### config.mk
export PLATFORM = sky130hd
export DESIGN_NAME = i2srj_converter
export DESIGN_NICKNAME = d
export VERILOG_FILES = /design/src/rtl/i2srj_pkg.sv /design/src/rtl/i2srj_delay_line.sv /design/src/rtl/i2srj_slot_tracker.sv /design/src/rtl/i2srj_out_gate.sv /design/src/rtl/i2srj_converter.sv
export SDC_FILE = /design/constraint.sdc
export NUM_CORES = 1
export LEC_CHECK = 0
export ABC_AREA = 1
export BUFFER_PORTS_ARGS = -buffer_cell sky130_fd_sc_hd__buf_2
export CORE_UTILIZATION = 35
export DETAILED_ROUTE_END_ITERATION = 8
export HOLD_SLACK_MARGIN = 0.08
export MAX_ROUTING_LAYER = met4
export PLACE_DENSITY = 0.63
export SETUP_SLACK_MARGIN = 0.15
export SYNTH_ARGS = -nofsm -noshare
export SYNTH_HDL_FRONTEND = slang
export SYNTH_SLANG_ARGS = --single-unit
### constraint.sdc
create_clock -name bclk -period 1.97 [get_ports bclk]
set_input_delay 0.591 -clock bclk [delete_from_list [all_inputs] [get_ports bclk]]
set_output_delay 0.591 -clock bclk [all_outputs]
set_load 0.02 [all_outputs]
### src/rtl/i2srj_pkg.sv
// Package: shared framing constants for the I2S to right-justified converter.
// Assumes a fixed slot size and sample width. Everything else is derived.
package i2srj_pkg;
    localparam int SLOT_BITS   = 32;
    localparam int SAMPLE_BITS = 16;
    // Justification shift minus the one-bit I2S lead.
    localparam int DELAY_BITS  = SLOT_BITS - SAMPLE_BITS - 1;
    localparam int CNT_W       = $clog2(SLOT_BITS);
endpackage

### src/rtl/i2srj_delay_line.sv
// Module: fixed-length serial delay line on the bit clock.
// What it does: the bit sampled at edge n leaves the last stage after edge n+DEPTH-1.
// Assumes: synchronous active-low reset clears every stage.
module i2srj_delay_line #(
    parameter int DEPTH = 15
) (
    input  logic bclk,
    input  logic rst_n,
    input  logic din,
    output logic dout
);
    logic [DEPTH-1:0] stage_q;

    // Purpose: first stage samples the serial input.
    always_ff @(posedge bclk) begin
        if (!rst_n) stage_q[0] <= 1'b0;
        else        stage_q[0] <= din;
    end

    // Purpose: every later stage copies its predecessor.
    for (genvar g = 1; g < DEPTH; g++) begin : g_stage
        always_ff @(posedge bclk) begin
            if (!rst_n) stage_q[g] <= 1'b0;
            else        stage_q[g] <= stage_q[g-1];
        end
    end

    assign dout = stage_q[DEPTH-1];
endmodule

### src/rtl/i2srj_slot_tracker.sv
// Module: follows word-select edges and decides when delayed data may reach the output.
// What it does: counts bit periods from each sampled ws change, flags the first change
// after reset, and raises pass_o while the output may carry data.
// Assumes: fill_zero is held steady except during reset.
module i2srj_slot_tracker #(
    parameter int SLOT_BITS   = 32,
    parameter int SAMPLE_BITS = 16,
    parameter int CNT_W       = 5
) (
    input  logic bclk,
    input  logic rst_n,
    input  logic ws_in,
    input  logic fill_zero,
    output logic pass_o
);
    // Counter values after which the output carries slot positions 16..31.
    localparam int WIN_LO = SLOT_BITS - SAMPLE_BITS - 1;
    localparam int WIN_HI = SLOT_BITS - 2;

    logic             ws_q, ws_vld_q, seen_q;
    logic [CNT_W-1:0] cnt_q;
    logic             ws_edge, in_window;

    assign ws_edge   = ws_vld_q && (ws_in != ws_q);
    assign in_window = (cnt_q >= CNT_W'(WIN_LO)) && (cnt_q <= CNT_W'(WIN_HI));

    // Purpose: remember the last ws level and whether it is valid since reset.
    always_ff @(posedge bclk) begin
        if (!rst_n) begin
            ws_q     <= 1'b0;
            ws_vld_q <= 1'b0;
        end else begin
            ws_q     <= ws_in;
            ws_vld_q <= 1'b1;
        end
    end

    // Purpose: restart the bit counter on each ws change and note the first change.
    always_ff @(posedge bclk) begin
        if (!rst_n) begin
            cnt_q  <= '0;
            seen_q <= 1'b0;
        end else if (ws_edge) begin
            cnt_q  <= '0;
            seen_q <= 1'b1;
        end else begin
            cnt_q  <= cnt_q + 1'b1;
        end
    end

    // Purpose: data may pass once aligned, and only inside the window when zero-filling.
    always_comb begin
        pass_o = seen_q && (!fill_zero || in_window);
    end

    // in zero-fill mode the pass window is exactly SAMPLE_BITS periods wide.
    a_r4_window_len: assert property (@(posedge bclk) disable iff (!rst_n)
        ($fell(pass_o) && fill_zero) |-> ($past(pass_o, 16) && !$past(pass_o, 17)));

    // the counter restarts on a ws change and must not hold an open window right after it.
    a_r7_restart_closed: assert property (@(posedge bclk) disable iff (!rst_n)
        (ws_edge && fill_zero) |=> !pass_o);
endmodule

### src/rtl/i2srj_out_gate.sv
// Module: output gating for the serial data line.
// What it does: forwards the delayed bit when allowed, otherwise drives zero.
// Assumes: pass is already registered-state based, so there is no glitch source beyond one AND.
module i2srj_out_gate (
    input  logic tail_bit,
    input  logic pass,
    output logic sd_out
);
    // Purpose: hold zero whenever the tracker does not allow data through.
    always_comb begin
        sd_out = tail_bit & pass;
    end
endmodule

### src/rtl/i2srj_converter.sv
// Module: I2S to right-justified converter, top level.
// What it does: delays serial data by DELAY_BITS bit periods, inverts word select,
// and optionally zeroes the leading don't-care bits of each output slot.
// Assumes: 32-bit slots, 16-bit samples, and a bit clock that reaches the receiver directly.
module i2srj_converter
    import i2srj_pkg::*;
(
    input  logic bclk,
    input  logic rst_n,
    input  logic fill_zero,
    input  logic ws_in,
    input  logic sd_in,
    output logic ws_out,
    output logic sd_out
);
    localparam int AGE_W = $clog2(DELAY_BITS + 1);

    logic tail_bit, pass;

    // Purpose: word select for the receiver is the inverted input, with no delay.
    assign ws_out = ~ws_in;

    i2srj_delay_line #(.DEPTH(DELAY_BITS)) u_delay (
        .bclk (bclk),
        .rst_n(rst_n),
        .din  (sd_in),
        .dout (tail_bit)
    );

    i2srj_slot_tracker #(
        .SLOT_BITS  (SLOT_BITS),
        .SAMPLE_BITS(SAMPLE_BITS),
        .CNT_W      (CNT_W)
    ) u_track (
        .bclk     (bclk),
        .rst_n    (rst_n),
        .ws_in    (ws_in),
        .fill_zero(fill_zero),
        .pass_o   (pass)
    );

    i2srj_out_gate u_gate (
        .tail_bit(tail_bit),
        .pass    (pass),
        .sd_out  (sd_out)
    );

    // Purpose: count edges since reset, saturating at the delay depth (for checks only).
    logic [AGE_W-1:0] age_q;
    always_ff @(posedge bclk) begin
        if (!rst_n)                         age_q <= '0;
        else if (age_q != AGE_W'(DELAY_BITS)) age_q <= age_q + 1'b1;
    end

    // when data passes, the output equals the input from DELAY_BITS edges earlier.
    a_r2_delay: assert property (@(posedge bclk) disable iff (!rst_n)
        (age_q == AGE_W'(DELAY_BITS) && pass) |-> (sd_out == $past(sd_in, DELAY_BITS)));

    // before tracking allows data, the output stays low even while the delay line fills.
    a_r6_hold_zero: assert property (@(posedge bclk) disable iff (!rst_n)
        (age_q == '0) |-> (sd_out == 1'b0));

    // the word-select output always disagrees with its input.
    always_comb begin
        a_r1_ws_inverse: assert (ws_out !== ws_in || $isunknown(ws_in));
    end
endmodule

### Word-level counts from Yosys, hierarchy flattened

Index checks and enable logic that the tools add are counted.

| operators by class | value |
|---|---|
| add/subtract/negate cells | 1 |
| multiply operators | 0 |
| div/mod/pow operators | 0 |
| order comparisons | 2 |
| equality and inequality tests | 1 |
| shifts and indexed selects | 0 |
| mux-type cells | 1 |
| bitwise operators | 3 |
| reduce and logical (&&, ||, !) cells | 6 |

Operator list:

| kind | number |
|---|---|
| $add A5 B1 Y5 const B | 1 |
| $ge A5 B4 Y1 const B | 1 |
| $le A5 B5 Y1 const B | 1 |
| $logic_and A1 B1 Y1 | 3 |
| $not A1 Y1 | 2 |
| $reduce_or A2 Y1 | 1 |
| $and A1 B1 Y1 | 1 |
| $logic_not A1 Y1 | 1 |
| $logic_or A1 B1 Y1 | 1 |
| $mux W1 | 1 |
| $ne A1 B1 Y1 | 1 |

| word-level totals | value |
|---|---|
| flip-flop bits (word level) | 23 |
| latch bits | 0 |
| bits in writable memories | 0 |
| ROM bits | 0 |
| bits of input ports | 5 |
| output and inout port bits | 2 |
| word-level logic and storage cells | 33 |
| memories kept | 0 |

### Depth between registers and ports, before layout

Gate-level depths: netlist of run 1.

| logic depth | value |
|---|---|
| word-level depth | 5 |
| gate-level depth with buffers | 8 |

### By module

A second synthesis of run 1 with hierarchy kept.

| second synthesis, totals | value |
|---|---|
| cells, all modules | 93 |
| area, all modules | 783.3 µm² |

By module, submodules not included:

| module | instances | cells an instance | area an instance (µm²) | seq. area each (µm²) |
|---|---|---|---|---|
| i2srj_delay_line | 1 | 46 | 424.2 | 300.3 |
| i2srj_slot_tracker | 1 | 44 | 347.8 | 160.2 |
| i2srj_out_gate | 1 | 2 | 7.5 | 0.0 |
| i2srj_converter | 1 | 1 | 3.8 | 0.0 |

### Worst setup path after synthesis of run 1

OpenSTA, ideal clock, no wires.

| path | value |
|---|---|
| path kind | flip-flop to output port |
| from | register u_track.cnt_q[0] |
| to | output port sd_out |
| data arrival time | 1.325 ns |
| data required time | 1.379 ns |
| setup slack | 0.054 ns |
| stages on the path, launching flop included | 9 |
| buffers on the path | 0 |
| cell sequence | dfxtp_1 -> ha_1 -> inv_1 -> nor2_1 -> ha_1 -> nor2_1 -> o21ai_1 -> nand2_1 -> a21oi_1 |

| on the way | value |
|---|---|
| cells in the longest elaborated chain, start to end | 5 |
| elaborated cells on any way between the ends | 6 |

RTL lines:

| item | line | text |
|---|---|---|
| start: declaration | i2srj_slot_tracker.sv:21 | `logic [CNT_W-1:0] cnt_q;` |
| start signal: assignment | i2srj_slot_tracker.sv:47 | `cnt_q <= cnt_q + 1'b1;` |
| $ge A5 B4 Y1 / $le A5 B5 Y1 (equally long branches) | i2srj_slot_tracker.sv:25 | `assign in_window = (cnt_q >= CNT_W'(WIN_LO)) && (cnt_q <= CNT_W'(WIN_HI));` |
| $logic_and A1 B1 Y1 (*) | i2srj_slot_tracker.sv:25 |  |
| $logic_or A1 B1 Y1 (*) | i2srj_slot_tracker.sv:53 | `pass_o = seen_q && (!fill_zero \|\| in_window);` |
| $logic_and A1 B1 Y1 (*) | i2srj_slot_tracker.sv:53 |  |
| $and A1 B1 Y1 (*) | i2srj_out_gate.sv:11 | `sd_out = tail_bit & pass;` |
| end: declaration | i2srj_converter.sv:14 | `output logic sd_out` |

Every way passes the cells marked *; elsewhere a longest branch is shown, timed or not.

### Final worst setup path of run 1

Ends and elaborated chain as after synthesis.

==> impl_metrics.csv, run 1 <==
group,metric,value,unit
critical_path,rrSetupSlack,950,ps
floorplan,fp-row-count,16,
sta,worst_pin_slew,318,ps
yosys,seq_area_frac_synth,58.3,%
run_status,violations,"negative setup slack",
cells_and_area,finalNetCount,109,
global_routing,grt_use_total,9.94,%
sta,layout_setup_ws,-165,ps
yosys,synth_cells,90,
global_routing,grt_pass1_wl,1790,um
sta,final.min_clock_period,2140,ps
cells_and_area,area_growth,17.1,%
routing,via_per_inst,4.00,
sta,setup_viol,1,
routing,drtAntennaViolNets,0,
sta,setup_tns,-165,ps
cells_and_area,layout_common_cells,"23 x nand2_1, 21 x inv_1, 20 x dfxtp_1",
place,gp_congestion,0.680,
clock_tree,clk_pin_slew,120,ps
power,p_leak,0.000478,uW
min_path,hp-class,"flop to flop",
routing,dr.pass1.iters,4,
clock_tree,cts_made_buffers,3,
routing,wire_per_inst,7.74,um
routing,postRouteWirelength,983,um
yosys,ys_types,17,
cells_and_area,diodes,0,
critical_path,crit_fanout,2,
cells_and_area,mostFrequentLayoutCell,"nand2_1",
clock_tree,clockBufferDepth,2,
critical_path,path_class,"flop to primary output",
floorplan,die-height,49.5,um
yosys,synth-compound-area-share,2.22,%
routing,drc,0,
yosys,synth_warnings,0,
sta,rsz0062_at_grt,"yes",
clock_tree,post_cts_buffers,0,
floorplan,start_util,38.7,%
sta,slew_headroom,78.8,%
cells_and_area,drive_gt1_share,28.0,%
floorplan,top_level_ports,7,
yosys,synthXorXnorAreaFrac,2.22,%
global_routing,grt_pass1_vias,471,
min_path,hold_end,"u_delay.stage_q[12]",
clock_tree,clkLatencyLatePin,300,ps
sta,drv_slew,0,
critical_path,critPathRequiredTime,1380,ps
global_routing,grt_max_degree,20,
sta,period_share,108,%
yosys,ys_ff_latch,23,
cells_and_area,final_cell_area,925,um^2
critical_path,r2r-start,"u_track.cnt_q[0]",
cells_and_area,fin_util,45.3,%
critical_path,end_kind,"primary output",
critical_path,crit_arrival,1540,ps
critical_path,reg2reg_depth,5,
min_path,hold_depth,2,
routing,vias,508,
place,place_ws,84.1,ps
place,place_hpwl,686,um
yosys,synthAdderAreaFrac,4.75,%
critical_path,reg2reg_to,"u_track.cnt_q[4]",
sta,fmax,468,MHz
yosys,synthMuxAreaShare,0,%
floorplan,core,2040,um^2
floorplan,dieWidth,49.5,um
yosys,synth_fp_nets,98,
place,placed_area,867,um^2
sta,skew,7.57,ps
clock_tree,cts_tree,"done",
place,portBuffers,6,
critical_path,worstSetupStartpointType,"flop",
yosys,synthSimpleGateAreaFrac,20.4,%
sta,hold_ws,426,ps
clock_tree,cts.root.buffer_cell,"clkbuf_4",
yosys,netlist_area,790,um^2
yosys,postSynthAreaPerCell,8.77,um^2
clock_tree,clock_sinks,23,
power,powerDensity,793,nW/um^2
global_routing,antenna_found_initial,0,
routing,first_iter_violations,7,
min_path,worstHoldStart,"u_delay.stage_q[11]",
power,peakVddDrop,0.000622,V
yosys,synth_top_family_by_area,"simple AND/OR/NAND/NOR gates",
run_status,status,"complete, but fails checks",
flow_run,timing.max_cap.violations,0,
sta,hold_viol_final,0,
floorplan,dieArea,2450,um^2
clock_tree,cts.htree.levels,1,
global_routing,globalRouteOverflowTotal,0,
what timing repair did:
action / CTS / global route
endpoints found under the setup margin: 1 / 1
hold buffers: 0 / 0
hold endpoints to repair: 0 / 0
pin swaps: 2 / 0
resized for setup: 9 / 2
report_power, final:
group	total, uW	internal (uW)	switching, uW
clock	206	75.6	130
combinational	44.4	18.6	25.8
sequential	483	477	6.41
worst max-delay path, cell delays in order (launching register included):
cell,delay (ps)
dfxtp_2,370
ha_4,140
inv_2,30
nor2_2,70
ha_2,170
nor2_2,30
o21ai_1,70
nand2_1,100
a21oi_4,130
buf_6,120
layer usage:
layer / vias to the layer above / GRT usage, % / share of wire, %
li1: 275 / - / -
met2: 6 / 15.8 / 48
met3: 2 / 5.56 / 4.1
met4: 0 / 2.86 / 1.0
met5: - / - / 0
met1: 225 / 10.6 / 47
area by class of cell:
class / count / area [um^2]
tap: 27 / 33.8
clock inverter: 1 / 5.00
timing repair buffer: 8 / 51.3
fill: 222 / 1120
inverter: 22 / 82.6
sequential: 23 / 464
clock buffer: 3 / 22.5
multi-input combinational: 43 / 265
per-stage QoR:
| stage | power [uW] | std cells |
|---|---|---|
| after CTS | 747 | 127 |
| after global placement | 534 | 123 |
| after global routing | 775 | 127 |
| after floorplan | 521 | 90 |
| final | 734 | 127 |
| after detailed placement | 535 | 123 |
cell usage after synthesis:
cell | instances | share of area (%)
a21boi_1 | 1 | 0.95
a21oi_1 | 1 | 0.63
buf_2 | 1 | 0.63
buf_4 | 1 | 0.95
dfxtp_1 | 23 | 58
ha_1 | 3 | 4.8
inv_1 | 22 | 10
nand2_1 | 23 | 11
nand2_4 | 1 | 1.4
nand3_1 | 1 | 0.63
nand3_2 | 1 | 1.3
nor2_1 | 3 | 1.4
nor2_2 | 5 | 4.0
o21ai_1 | 1 | 0.63
or2_1 | 1 | 0.79
xnor2_1 | 1 | 1.1
xor2_1 | 1 | 1.1
worst max-delay path by stage:
stage / slack, ps / to / depth (start not counted) / startpoint
4_1_cts: -180 / sd_out / 9 / u_track.cnt_q[0]
3_3_place_gp: 150 / sd_out / 9 / u_track.cnt_q[0]
2_1_floorplan: 180 / sd_out / 8 / u_track.cnt_q[0]
6_report: -170 / sd_out / 9 / u_track.cnt_q[0]
3_5_place_dp: 80 / sd_out / 9 / u_track.cnt_q[0]
5_1_grt: -290 / sd_out / 9 / u_track.cnt_q[0]
kinds of logic (layout without fill, tap and decap cells):
kind of cell | Yosys count | in the layout
AOI/OAI and AO/OA | 3 | 3
xor gates and xnor gates | 2 | 2
adders and majority gates | 3 | 3
buffers and inverters | 24 | 34
DFF | 23 | 23
and+or+nand+nor | 35 | 35
state kept, by name, indices dropped and copies added, names as in the netlist:
signal,count
u_track.cnt_q,5
u_track.seen_q,1
u_track.ws_q,1
u_track.ws_vld_q,1
u_delay.dout,1
u_delay.stage_q,14
Power figures use the tool's default switching activity.
==> inputs of run 2 (changes only) <==
--- a/config.mk
+++ b/config.mk
@@ -7,6 +7,7 @@
 export LEC_CHECK = 0
 export ABC_AREA = 1
 export BUFFER_PORTS_ARGS = -buffer_cell sky130_fd_sc_hd__buf_2
+export CORE_MARGIN = 2
 export CORE_UTILIZATION = 35
 export DETAILED_ROUTE_END_ITERATION = 8
 export HOLD_SLACK_MARGIN = 0.08
==> impl_metrics.csv, run 2 (same netlist as run 1, synthesis figures left out) <==
group,metric,value,unit
power,p_leak,0.000474,uW
clock_tree,cts_made_buffers,3,
cells_and_area,mostFrequentLayoutCell,"nand2_1",
sta,drv_slew,0,
clock_tree,clkLatencyLatePin,310,ps
sta,setup_viol,1,
cells_and_area,diodes,0,
routing,wire_per_inst,8.29,um
routing,via_per_inst,4.02,
floorplan,top_level_ports,7,
critical_path,end_kind,"primary output",
clock_tree,cts.root.buffer_cell,"clkbuf_4",
clock_tree,clockBufferDepth,2,
cells_and_area,final_cell_area,927,um^2
power,peakVddDrop,0.000441,V
routing,dr.pass1.iters,3,
sta,slew_headroom,78.6,%
critical_path,reg2reg_depth,5,
place,place_hpwl,746,um
global_routing,grt_pass1_wl,1840,um
floorplan,start_util,36.4,%
global_routing,grt_pass1_vias,463,
clock_tree,clk_pin_slew,120,ps
global_routing,grt_max_degree,20,
global_routing,grt_use_total,10.0,%
critical_path,reg2reg_to,"u_track.cnt_q[4]",
critical_path,critPathRequiredTime,1380,ps
routing,first_iter_violations,3,
run_status,violations,"negative setup slack",
critical_path,endpoint,"sd_out",
routing,vias,515,
place,placed_area,868,um^2
floorplan,fp-row-count,17,
sta,hold_ws,427,ps
sta,hold_viol_final,0,
place,portBuffers,6,
critical_path,crit_arrival,1580,ps
floorplan,core,2170,um^2
cells_and_area,top_regs,"u_delay.stage_q x14, u_track.cnt_q x5",
floorplan,dieWidth,51.5,um
power,p_total,749,uW
cells_and_area,area_growth,17.4,%
global_routing,globalRouteOverflowTotal,0,
cells_and_area,regMostFlops,"u_delay.stage_q",
clock_tree,cts_tree,"done",
place,place_ws,55.5,ps
sta,skew,1.25,ps
floorplan,die-height,51.5,um
routing,drtAntennaViolNets,0,
run_status,status,"complete, but fails checks",
clock_tree,clock_sinks,23,
critical_path,path_class,"flop to primary output",
sta,final.min_clock_period,2170,ps
critical_path,rrSetupSlack,930,ps
routing,drc,0,
sta,rsz0062_at_grt,"yes",
cells_and_area,finalNetCount,109,
min_path,hp-class,"flop to flop",
sta,worst_pin_slew,322,ps
place,gp_congestion,0.635,
floorplan,dieArea,2650,um^2
critical_path,r2r-start,"u_track.cnt_q[0]",
critical_path,crit_fanout,2,
cells_and_area,drive_gt1_share,28.0,%
routing,postRouteWirelength,1060,um
sta,fmax,461,MHz
power,powerDensity,808,nW/um^2
cells_and_area,largest_reg_flops,14,
clock_tree,cts.htree.levels,1,
sta,period_share,110,%
flow_run,timing.max_cap.violations,0,
critical_path,worstSetupStartpointType,"flop",
sta,layout_setup_ws,-199,ps
critical_path,crit_start,"u_track.cnt_q[0]",
cells_and_area,layout_common_cells,"23 x nand2_1, 21 x inv_1, 19 x dfxtp_1",
global_routing,antenna_found_initial,0,
run 2: cell types whose count changed in the layout (fill, tap and decap cells not counted), sizes merged:
| cell | delta |
|---|---|
| clkinv | -1 |
| clkinvlp | +1 |
run 2: worst min-delay path by stage:
stage,slack [ps],startpoint,end,cells past startpoint
global placement,390,u_delay.stage_q[1],u_delay.stage_q[2],2
floorplan,390,u_delay.stage_q[13],u_delay.dout,2
global route,430,sd_in,u_delay.stage_q[0],3
finish,430,u_delay.stage_q[2],u_delay.stage_q[3],2
CTS,430,u_delay.stage_q[1],u_delay.stage_q[2],2
detailed placement,400,u_delay.stage_q[1],u_delay.stage_q[2],2
run 2: what timing repair did:
| item | CTS | global route |
|---|---|---|
| setup endpoints to repair | 1 | 1 |
| buffers inserted | 0 | 0 |
| hold buffers | 0 | 0 |
| cloned | 0 | 0 |
| pin swaps | 2 | 1 |
| endpoints found under the hold margin | 0 | 0 |
| gates resized for setup | 10 | 1 |
run 2: worst max-delay path: stages, from the launching register on:
cell and delay, ps:
dfxtp_2 370, ha_4 140, inv_2 30, nor2_2 80, ha_2 170, nor2_1 40, o21ai_1 70, nand2_1 100
a21oi_4 140, buf_6 130
run 2: power breakdown:
| group | internal [uW] | switching (uW) |
|---|---|---|
| clock network | 77.5 | 143 |
| registers | 477 | 6.45 |
| logic | 18.6 | 25.8 |
| total | 573 | 176 |
run 2: layout make-up:
type | instances | area (um^2)
Sequential cell | 23 | 465
Inverter | 22 | 82.6
Clock inverter | 1 | 7.51
Timing Repair Buffer | 8 | 51.3
Fill cell | 231 | 1240
Tap cell | 28 | 35.0
Multi-Input combinational cell | 43 | 263
Clock buffer | 3 | 22.5
run 2: layer usage:
| metal | GRT usage [%] | part of all wire (%) | wire length [um] |
|---|---|---|---|
| met2 | 16.0 | 49 | 524 |
| met5 | - | 0 | 0 |
| met3 | 5.17 | 4.0 | 42 |
| met4 | 3.95 | 1.3 | 14 |
| met1 | 10.5 | 45 | 480 |
run 2: metrics by stage:
stage               instances  util, %  TNS (ps)
global placement          124     40.0         0
CTS                       128     42.7      -215
global route              128     42.7      -280
floorplan                  90        -         0
detailed placement        124     40.0         0
finish                    128     42.7      -199
==> inputs of run 3 (changes only) <==
--- a/config.mk
+++ b/config.mk
@@ -12,7 +12,7 @@
 export DETAILED_ROUTE_END_ITERATION = 8
 export HOLD_SLACK_MARGIN = 0.08
 export MAX_ROUTING_LAYER = met4
-export PLACE_DENSITY = 0.63
+export PLACE_DENSITY = 0.59
 export SETUP_SLACK_MARGIN = 0.15
 export SYNTH_ARGS = -nofsm -noshare
 export SYNTH_HDL_FRONTEND = slang
==> impl_metrics.csv, run 3 (same netlist as run 1, synthesis figures left out) <==
group,metric,value,unit
global_routing,grt_pass1_wl,1880,um
global_routing,globalRouteOverflowTotal,0,
power,peakVddDrop,0.000638,V
sta,slew_headroom,78.8,%
cells_and_area,final-seq-area,464,um^2
sta,rsz0062_at_grt,"yes",
critical_path,crit_arrival,1540,ps
power,powerDensity,801,nW/um^2
cells_and_area,layout_common_cells,"23 x nand2_1, 21 x inv_1, 20 x dfxtp_1",
clock_tree,clk_pin_slew,120,ps
run_status,status,"complete, but fails checks",
global_routing,grt_use_total,10.2,%
clock_tree,clockBufferDepth,2,
sta,setup_viol,1,
critical_path,rrSetupSlack,940,ps
critical_path,worstSetupStartpointType,"flop",
power,p_leak,0.000473,uW
clock_tree,cts.root.buffer_cell,"clkbuf_4",
min_path,hp-class,"flop to flop",
place,place_hpwl,667,um
clock_tree,cts.htree.levels,1,
floorplan,core,2170,um^2
power,p_total,742,uW
cells_and_area,diodes,0,
critical_path,end_kind,"primary output",
clock_tree,post_cts_buffers,0,
critical_path,cp_slowest_cell,"dfxtp_2",
cells_and_area,largest_reg_flops,14,
critical_path,worstPathCellList,"ha_4 -> inv_2 -> nor2_2 -> ha_2 -> nor2_1 -> o21ai_1 -> nand2_1 -> a21oi_4 -> buf_6",
floorplan,die-height,51.5,um
cells_and_area,area_growth,17.3,%
floorplan,fp-row-count,17,
place,portBuffers,6,
cells_and_area,finalNetCount,109,
global_routing,antenna_found_initial,0,
cells_and_area,drive_gt1_share,27.0,%
sta,final.min_clock_period,2130,ps
critical_path,critical-path-top-delay-family,"flip-flops",
routing,wire_per_inst,7.63,um
routing,drtAntennaViolNets,0,
routing,drc,0,
cells_and_area,regMostFlops,"u_delay.stage_q",
floorplan,top_level_ports,7,
floorplan,dieArea,2650,um^2
sta,period_share,108,%
cells_and_area,fin_util,42.7,%
floorplan,dieWidth,51.5,um
floorplan,start_util,36.4,%
run_status,violations,"negative setup slack",
routing,dr.pass1.iters,1,
clock_tree,hold_buffers,0,
sta,hold_ws,425,ps
cells_and_area,final_cell_area,926,um^2
critical_path,crit_fanout,2,
sta,hold_viol_final,0,
clock_tree,clkLatencyLatePin,300,ps
cells_and_area,mostFrequentLayoutCell,"nand2_1",
place,place_inst,124,
critical_path,max_stage_delay,370,ps
cells_and_area,layout.cells.non_filler,128,
place,gp_congestion,0.646,
sta,drv_slew,0,
cells_and_area,top_regs,"u_delay.stage_q x14, u_track.cnt_q x5",
sta,layout_setup_ws,-156,ps
sta,fmax,470,MHz
critical_path,path_class,"flop to primary output",
global_routing,grt_max_degree,20,
flow_run,timing.max_cap.violations,0,
routing,via_per_inst,3.91,
clock_tree,cts_made_buffers,3,
cells_and_area,fill_cells,236,
clock_tree,clock_sinks,23,
clock_tree,cts_tree,"done",
cells_and_area,multi_input_area,263,um^2
global_routing,grt_pass1_vias,477,
place,placed_area,868,um^2
sta,skew,2.75,ps
critical_path,crit_buf_inv,2,
routing,postRouteWirelength,977,um
routing,first_iter_violations,0,
routing,vias,501,
sta,worst_pin_slew,318,ps
critical_path,critPathRequiredTime,1380,ps
-- run 3: cell count changes in the layout (fill, tap and decap cells not counted) --
cell / delta
dfxtp_1: +1
dfxtp_2: -1
-- run 3: final timing paths --
check | startpoint | endpoint | depth (start not counted)
setup / recovery | u_track.cnt_q[1] | sd_out | 9
hold / removal | u_delay.stage_q[13] | u_delay.dout | 2
setup reg to reg | u_track.cnt_q[1] | u_track.cnt_q[4] | 5
hold reg to reg | u_delay.stage_q[13] | u_delay.dout | 2
-- run 3: repair_timing --
item / CTS / global route
gates cloned: 0 / 0
endpoints found under the setup margin: 1 / 1
pin swaps: 2 / 2
gates resized for setup: 9 / 1
-- run 3: routing by layer --
metal / part of all wire (%) / GRT usage, % / up-vias
li1: - / - / 274
met1: 47 / 10.3 / 218
met2: 46 / 16.0 / 7
met3: 5.6 / 6.03 / 2
met4: 0.92 / 3.95 / 0
met5: 0 / - / -
-- run 3: worst min-delay path, cell delays in order (launching register included) --
cell	delay, ps
dfxtp_1	320
nand2_1	50
inv_1	30
-- run 3: layout make-up --
cell class	instances	share of cell area (%)
Timing Repair Buffer	8	5.54
Multi-Input combinational cell	43	28.4
Sequential cell	23	50.1
Clock inverter	1	0.811
Clock buffer	3	2.43
Inverter	22	8.92
Tap cell	28	3.78
-- run 3: report_power, final --
group          switching, uW  internal (uW)  total (uW)
registers               6.33            477         483
clock network            137           77.3         214
logic                   25.7           18.6        44.3
-- run 3: stage by stage --
step | worst slack (ps) | TNS (ps)
after floorplan | 178 | 0
after global placement | 152 | 0
after detailed placement | 99.2 | 0
after CTS | -173 | -173
after global routing | -241 | -241
final | -156 | -156
